**config.mk**
```make
export PLATFORM = sky130hd
export DESIGN_NAME = xw_mul24
export DESIGN_NICKNAME = d
export VERILOG_FILES = /design/src/rtl/xw_mul_pkg.sv /design/src/rtl/xw_rca.sv /design/src/rtl/xw_cell3.sv /design/src/rtl/xw_node.sv /design/src/rtl/xw_mul24.sv
export SDC_FILE = /design/constraint.sdc
export NUM_CORES = 2
export LEC_CHECK = 0
export BUFFER_PORTS_ARGS = -buffer_cell sky130_fd_sc_hd__buf_2
export CAP_MARGIN = 20
export CORE_MARGIN = 2
export CORE_UTILIZATION = 35
export CTS_CLUSTER_SIZE = 16
export DETAILED_ROUTE_END_ITERATION = 8
export PLACE_DENSITY = 0.59
export SYNTH_ARGS = -nofsm -noshare
export SYNTH_HDL_FRONTEND = slang
export SYNTH_HIERARCHICAL = 1
export SYNTH_SLANG_ARGS = --single-unit
```
**constraint.sdc**
```tcl
create_clock -name clk -period 0.99 [get_ports clk]
set_input_delay 0.198 -clock clk [delete_from_list [all_inputs] [get_ports clk]]
set_output_delay 0.198 -clock clk [all_outputs]
set_load 0.03 [all_outputs]
```
**src/rtl/xw_mul_pkg.sv**
```systemverilog
package xw_mul_pkg;

  function automatic logic [2:0] xw_ext3(input logic x);
    return {2'b00, x};
  endfunction

  // Column-by-column 3x3 product; a column may carry up to 2 into the next.
  function automatic logic [5:0] xw_cross3(input logic [2:0] a, input logic [2:0] b);
    logic [5:0] r;
    logic [2:0] col;
    logic [2:0] cy;
    col  = xw_ext3(a[0] & b[0]);
    r[0] = col[0];
    cy   = {1'b0, col[2:1]};
    col  = cy + xw_ext3(a[0] & b[1]) + xw_ext3(a[1] & b[0]);
    r[1] = col[0];
    cy   = {1'b0, col[2:1]};
    col  = cy + xw_ext3(a[0] & b[2]) + xw_ext3(a[2] & b[0]) + xw_ext3(a[1] & b[1]);
    r[2] = col[0];
    cy   = {1'b0, col[2:1]};
    col  = cy + xw_ext3(a[1] & b[2]) + xw_ext3(a[2] & b[1]);
    r[3] = col[0];
    cy   = {1'b0, col[2:1]};
    col  = cy + xw_ext3(a[2] & b[2]);
    r[4] = col[0];
    r[5] = col[1];
    return r;
  endfunction

  function automatic logic fa_sum(input logic x, input logic y, input logic c);
    return x ^ y ^ c;
  endfunction

  function automatic logic fa_carry(input logic x, input logic y, input logic c);
    return (x & y) | (c & (x ^ y));
  endfunction

endpackage

```
**src/rtl/xw_rca.sv**
```systemverilog
module xw_rca #(
  parameter int W = 24
) (
  input  logic [W-1:0] x,
  input  logic [W-1:0] y,
  input  logic         cin,
  output logic [W-1:0] s,
  output logic         cout
);
  import xw_mul_pkg::*;

  logic [W:0] chain;
  assign chain[0] = cin;

  for (genvar i = 0; i < W; i++) begin : g_fa
    assign s[i]       = fa_sum(x[i], y[i], chain[i]);
    assign chain[i+1] = fa_carry(x[i], y[i], chain[i]);
  end

  assign cout = chain[W];

  // ripple chain agrees with arithmetic addition
  always_comb begin
    p_rca_sum_r7: assert ({cout, s} == ({1'b0, x} + {1'b0, y} + {{W{1'b0}}, cin}));
  end

endmodule

```
**src/rtl/xw_cell3.sv**
```systemverilog
module xw_cell3 (
  input  logic [2:0] a,
  input  logic [2:0] b,
  output logic [5:0] p
);
  import xw_mul_pkg::*;

  assign p = xw_cross3(a, b);

  // leaf cell exact
  always_comb begin
    p_cell_exact_r1: assert (p == ({3'b000, a} * {3'b000, b}));
  end

endmodule

```
**src/rtl/xw_node.sv**
```systemverilog
module xw_node #(
  parameter int W = 24
) (
  input  logic [W-1:0]   a,
  input  logic [W-1:0]   b,
  output logic [2*W-1:0] p
);

  localparam int H = W / 2;

  if (W == 3) begin : g_leaf
    xw_cell3 u_cell (.a(a), .b(b), .p(p));
  end else begin : g_split
    logic [W-1:0] ll, lh, hl, hh;
    logic [W-1:0] cross_s, mid_s, up_s;
    logic         cross_c, mid_c, up_c, mid_top;

    xw_node #(.W(H)) u_ll (.a(a[H-1:0]), .b(b[H-1:0]), .p(ll));
    xw_node #(.W(H)) u_lh (.a(a[H-1:0]), .b(b[W-1:H]), .p(lh));
    xw_node #(.W(H)) u_hl (.a(a[W-1:H]), .b(b[H-1:0]), .p(hl));
    xw_node #(.W(H)) u_hh (.a(a[W-1:H]), .b(b[W-1:H]), .p(hh));

    xw_rca #(.W(W)) u_cross (.x(lh), .y(hl), .cin(1'b0), .s(cross_s), .cout(cross_c));
    xw_rca #(.W(W)) u_mid (.x(cross_s), .y({{H{1'b0}}, ll[W-1:H]}), .cin(1'b0),
                           .s(mid_s), .cout(mid_c));
    assign mid_top = cross_c | mid_c;
    xw_rca #(.W(W)) u_up (.x(hh), .y({{(H-1){1'b0}}, mid_top, mid_s[W-1:H]}), .cin(1'b0),
                          .s(up_s), .cout(up_c));

    assign p = {up_s, mid_s[H-1:0], ll[H-1:0]};

    always_comb begin
      // the two carries feeding the upper half never coincide
      p_midcarry_single_r6: assert (!(cross_c && mid_c));
      // upper addition stays inside 2W bits
      p_upper_nocarry_r8: assert (!up_c);
    end
  end

  // node exact at every level
  always_comb begin
    p_node_exact_r2: assert (p == ({{W{1'b0}}, a} * {{W{1'b0}}, b}));
  end

endmodule

```
**src/rtl/xw_mul24.sv**
```systemverilog
module xw_mul24 #(
  parameter int W       = 24,
  parameter bit OUT_REG = 1'b1
) (
  input  logic           clk,
  input  logic           rst_n,
  input  logic [W-1:0]   op_a,
  input  logic [W-1:0]   op_b,
  output logic [2*W-1:0] prod
);

  localparam int H = W / 2;

  logic [2*W-1:0] prod_c;
  logic [H-1:0]   low_pass;

  xw_node #(.W(W)) u_core (.a(op_a), .b(op_b), .p(prod_c));

  assign low_pass = prod_c[H-1:0];

  // low bits come straight from the low-by-low product
  always_comb begin
    p_low_pass_r5: assert (low_pass == H'({{H{1'b0}}, op_a[H-1:0]} * {{H{1'b0}}, op_b[H-1:0]}));
  end

  if (OUT_REG) begin : g_reg
    always_ff @(posedge clk or negedge rst_n) begin
      if (!rst_n) prod <= '0;
      else        prod <= prod_c;
    end

    // one-cycle latency after reset
    p_latency_r9: assert property (@(posedge clk) disable iff (!rst_n)
      $past(rst_n) |-> prod == ({{W{1'b0}}, $past(op_a)} * {{W{1'b0}}, $past(op_b)}));
    // registered result exact
    p_exact_r4: assert property (@(posedge clk) disable iff (!rst_n)
      $stable(op_a) && $stable(op_b) && $past(rst_n) |=> prod == ({{W{1'b0}}, $past(op_a)} * {{W{1'b0}}, $past(op_b)}));
  end else begin : g_comb
    assign prod = prod_c;
  end

endmodule

```
# Word level (Yosys, flattened, before mapping)

Index checks and enable logic that the tools add are counted.

Bits in registers: 48
Input bits: 50

Add/subtract/negate cells: 448
Bitwise logic cells: 2466

Operators by type and width:

| operator    | count |
|---|---|
| $and 1x1->1 | 1353 |
| $xor 1x1->1 | 798 |
| $add 3x1->3 | 192 |
| $add 2x1->3 | 128 |
| $or 1x1->1  | 315 |
| $add 1x1->2 | 64 |
| $add 2x1->2 | 64 |

# Depth between registers and ports, before layout

Depth in word-level cells: 93
Depth in mapped cells: 78

# Hierarchy

The synthesis kept the hierarchy.

By module, submodules not included:

| module                                                        | instances | cells an instance | area an instance (sq um) | sequential area each (sq um) |
|---|---|---|---|---|
| xw_cell3                                                      | 64        | 23                | 171.4                    | 0.0 |
| xw_rca (u_core.g_split.u_hh.g_split.u_hh.g_split.u_cross ...) | 48        | 16                | 157.7                    | 0.0 |
| xw_rca (u_core.g_split.u_hh.g_split.u_cross ...)              | 12        | 22                | 277.8                    | 0.0 |
| xw_rca (u_core.g_split.u_cross ...)                           | 3         | 34                | 518.0                    | 0.0 |
| xw_mul24                                                      | 1         | 48                | 1201.2                   | 1201.2 |
| xw_node (u_core ...)                                          | 21        | 2                 | 10.0                     | 0.0 |

# Worst setup path before layout

No wires, ideal clock.

Kind: input to register
From: in op_b[0]
To: reg prod[47]
Setup time: 0.064 ns
Data arrival time: 21.602 ns
Required time: 0.926 ns
Slack: -20.676 ns
Stages: 72
Path buffers: 0
Path through: and2_1 > ha_1 > inv_1 > fa_1 > inv_1 > ha_1 > ha_1 > inv_1 > fa_1 > inv_1 > fa_1 > inv_1 > fa_1 > inv_1 > fa_1 > fa_1 > fa_1 > inv_1 > (+36 left out) > fa_1 > fa_1 > inv_1 > fa_1 > inv_1 > fa_1 > fa_1 > fa_1 > fa_1 > fa_1 > fa_1 > fa_1 > fa_1 > fa_1 > fa_1 > inv_1 > fa_1 > inv_1

Elaborated cells between the ends (all ways): 857
Classes of those cells: 56 x add/sub; 801 x bitwise

RTL lines:

| what                                                  | RTL line         | text |
|---|---|---|
| start: declaration                                    | xw_mul24.sv:8    | `input logic [W-1:0] op_b,` |
| $and 1x1->1                                           | xw_mul_pkg.sv:15 | `col = cy + xw_ext3(a[0] & b[1]) + xw_ext3(a[1] & b[0]);` |
| $add 1x1->2                                           | xw_mul_pkg.sv:15 |  |
| $add 2x1->3                                           | xw_mul_pkg.sv:18 | `col = cy + xw_ext3(a[0] & b[2]) + xw_ext3(a[2] & b[0]) + xw_ext3(a[1] & b[1]);` |
| $add 3x1->3 * (2 in a row)                            | xw_mul_pkg.sv:18 |  |
| $add 2x1->3 *                                         | xw_mul_pkg.sv:21 | `col = cy + xw_ext3(a[1] & b[2]) + xw_ext3(a[2] & b[1]);` |
| $add 3x1->3 *                                         | xw_mul_pkg.sv:21 |  |
| via u_core.g_split.u_ll.g_split.u_ll.g_split.ll[3]    | xw_node.sv:14    | `logic [W-1:0] ll, lh, hl, hh;` |
| $and 1x1->1 * (2 in a row)                            | xw_mul_pkg.sv:35 | `return (x & y) \| (c & (x ^ y));` |
| (+5 left out)                                         | -                |  |
| via u_core.g_split.u_ll.g_split.u_ll.g_split.mid_s[4] | xw_node.sv:15    | `logic [W-1:0] cross_s, mid_s, up_s;` |
| (+4 left out)                                         | -                |  |
| via u_core.g_split.u_ll.g_split.ll[8]                 | xw_node.sv:14    |  |
| (+11 left out)                                        | -                |  |
| via u_core.g_split.u_ll.g_split.mid_s[7]              | xw_node.sv:15    |  |
| (+2 left out)                                         | -                |  |
| via u_core.g_split.ll[13]                             | xw_node.sv:14    |  |
| (+25 left out)                                        | -                |  |
| via u_core.g_split.mid_s[13]                          | xw_node.sv:15    |  |
| (+20 left out)                                        | -                |  |
| $or 1x1->1 *                                          | xw_mul_pkg.sv:35 |  |
| $and 1x1->1 *                                         | xw_mul_pkg.sv:35 |  |
| $or 1x1->1 *                                          | xw_mul_pkg.sv:35 |  |
| $and 1x1->1 *                                         | xw_mul_pkg.sv:35 |  |
| $or 1x1->1 *                                          | xw_mul_pkg.sv:35 |  |
| $and 1x1->1 * (10 in a row)                           | xw_mul_pkg.sv:35 |  |
| $xor 1x1->1 *                                         | xw_mul_pkg.sv:31 | `return x ^ y ^ c;` |
| via prod_c[47]                                        | xw_mul24.sv:14   | `logic [2*W-1:0] prod_c;` |
| end signal: assignment                                | xw_mul24.sv:29   | `else prod <= prod_c;` |
| end: declaration                                      | xw_mul24.sv:9    | `output logic [2*W-1:0] prod` |

The timed path passes the listed nets; every way through them passes the cells marked *.

# Worst setup path in the final report

From: in op_b[1]
To: reg prod[47]

Elaborated cells between the ends (all ways): 844
Classes of those cells: 56 x add/sub; 788 x bitwise

RTL lines:

| what                                                  | RTL line         | text |
|---|---|---|
| $and 1x1->1                                           | xw_mul_pkg.sv:15 |  |
| $add 1x1->2                                           | xw_mul_pkg.sv:15 |  |
| $add 2x1->3                                           | xw_mul_pkg.sv:18 |  |
| $add 3x1->3 (2 in a row)                              | xw_mul_pkg.sv:18 |  |
| $add 2x1->3                                           | xw_mul_pkg.sv:21 |  |
| $add 3x1->3 *                                         | xw_mul_pkg.sv:21 |  |
| $add 2x1->2 *                                         | xw_mul_pkg.sv:24 | `col = cy + xw_ext3(a[2] & b[2]);` |
| via u_core.g_split.u_ll.g_split.u_ll.g_split.ll[4]    | xw_node.sv:14    |  |
| (+7 left out)                                         | -                |  |
| via u_core.g_split.u_ll.g_split.u_ll.g_split.mid_s[4] | xw_node.sv:15    |  |
| (+4 left out)                                         | -                |  |
| via u_core.g_split.u_ll.g_split.ll[8]                 | xw_node.sv:14    |  |
| (+12 left out)                                        | -                |  |
| via u_core.g_split.u_ll.g_split.mid_s[8]              | xw_node.sv:15    |  |
| (+16 left out)                                        | -                |  |
| via u_core.g_split.ll[23]                             | xw_node.sv:14    |  |
| (+4 left out)                                         | -                |  |
| via u_core.g_split.mid_s[12]                          | xw_node.sv:15    |  |
| (+20 left out)                                        | -                |  |
| $or 1x1->1 *                                          | xw_mul_pkg.sv:35 |  |
| $and 1x1->1 *                                         | xw_mul_pkg.sv:35 |  |
| $or 1x1->1 *                                          | xw_mul_pkg.sv:35 |  |
| $and 1x1->1 *                                         | xw_mul_pkg.sv:35 |  |
| $or 1x1->1 *                                          | xw_mul_pkg.sv:35 |  |
| $and 1x1->1 * (10 in a row)                           | xw_mul_pkg.sv:35 |  |
| $xor 1x1->1 *                                         | xw_mul_pkg.sv:31 |  |
| via prod_c[47]                                        | xw_mul24.sv:14   |  |

Marked as above.

==> flow_metrics.tcl <==
set metrics [dict create \
    synth_cells 2675 \
    cp-start-kind "primary input" \
    fp.dieW_um 270 \
    violations "setup timing" \
    fin_nets 4002 \
    dr.pass1.iters 7 \
    critPathArrivalTime_ns 20.95 \
    clock_path_buffers 2 \
    cts_tree "done" \
    mostFrequentLayoutCell "inv_1" \
    io_pins 98 \
    fmax_mhz 48.4 \
    drv_slew 0 \
    cp-end-kind "register" \
    rows 97 \
    post-dp-hpwl_um 52600 \
    max-cap-violations 0 \
    grt_pass1_wl_um 97900 \
    critPathBufInv 17 \
    grt_max_degree 49 \
    drtIter0Drc 582 \
    totalWireLength_um 60200 \
    synth_area_um2 24800 \
    cts.sinks 48 \
    drive_gt1_frac 0.179 \
    post_cts_buffers 0 \
    crit_required_ns 1.27 \
    dieHeight_um 270 \
    grt_pass1_vias 17854 \
    status "complete, but fails checks" \
    port_buffers 97 \
    layout_min_cycle_time_ns 20.67 \
    yosys_warnings 6 \
    hold_viol_final 0 \
    critical_path_peak_fanout 3 \
    final-setup-viol-count 94 \
    cts_made_buffers 5 \
    min_path_type "primary input to register" \
    overflow 0 \
    core-area_um2 70000 \
    dieArea_um2 72900 \
    holdWs_ns 0.231 \
    cpMostUsedCell "fa_2" \
    htreeDepth 2 \
    grt_usage 0.177 \
    initial_core_util 0.354 \
    critPathTopFamily "adder cells" \
    grt_setup_unrepaired "true" \
    min_period_over_period 20.9 \
    clk_pin_slew_ns 0.08 \
    drc 0 \
    critPathKind "primary input to register" \
    largest_reg_flops 48 \
    area_growth_pct 18.4 \
    viasPerCell 4.11 \
    antenna_found_initial 14 \
    cts-root-buf "clkbuf_16" \
    gp_congestion 0.823 \
    syn_avg_cell_area_um2 9.26 \
    antenna_left 0 \
    top_register "prod" \
    reg_top3 "prod (48)" \
    slowest_delay_ns 0.53 \
    finalWorstSetupSlack_ns -19.68 \
    wl_per_cell_um 15.0 \
    layout_common_cells "1030 x inv_1, 520 x fa_1, 320 x nand2_1" \
    crit_path_top_delay_cell "fa_2" \
    routed-via-count 16468 \
]
## routing by layer
metal  wire length [um]  vias to the layer above  track usage
met3               2310                       58       0.0203
li1                   -                     7638            -
met5                 62                        -            0
met2              30700                      251        0.315
met1              25700                     8511        0.232
met4               1340                       10       0.0380
## metrics by stage
step | utilization | worst slack (ns) | area [um^2] | cells | setup TNS [ns]
finish | 0.418 | -19.68 | 29300 | 4009 | -514.61
global route | 0.418 | -20.20 | 29300 | 4006 | -529.47
CTS | 0.418 | -19.82 | 29300 | 4005 | -518.66
detailed placement | 0.410 | -21.66 | 28700 | 3996 | -566.49
global placement | 0.410 | -21.54 | 28700 | 3996 | -563.51
floorplan | - | -11.28 | 26300 | 2864 | -271.20
## timing repair
item	CTS	global route
hold endpoints to repair	48	0
pin swaps	55	4
hold buffers	1	0
resized for setup	138	6
setup endpoints to repair	94	94
## area by class of cell
type                    instances  area, um^2
fillers                      6996       40700
diodes                          4        10.0
flip-flops and latches         48        1200
inverters                    1121        4210
clock buffers                   7         153
well taps                     940        1180
multi-input cells            1695       20900
repair buffers                193        1580
clock inverters                 1        30.0
## final timing paths
| path | start | to | slack [ns] | cells after the start |
|---|---|---|---|---|
| setup / recovery | op_b[1] | prod[47] | -19.68 | 73 |
| hold / removal | op_a[1] | prod[1] | 0.23 | 3 |
| max in group asynchronous | rst_n | prod[36] | 0.31 | 3 |
| min in group asynchronous | rst_n | prod[26] | 0.40 | 3 |
Power is not shown: default switching activity piles up to over one toggle a cycle in this logic, so the estimate is an artifact.
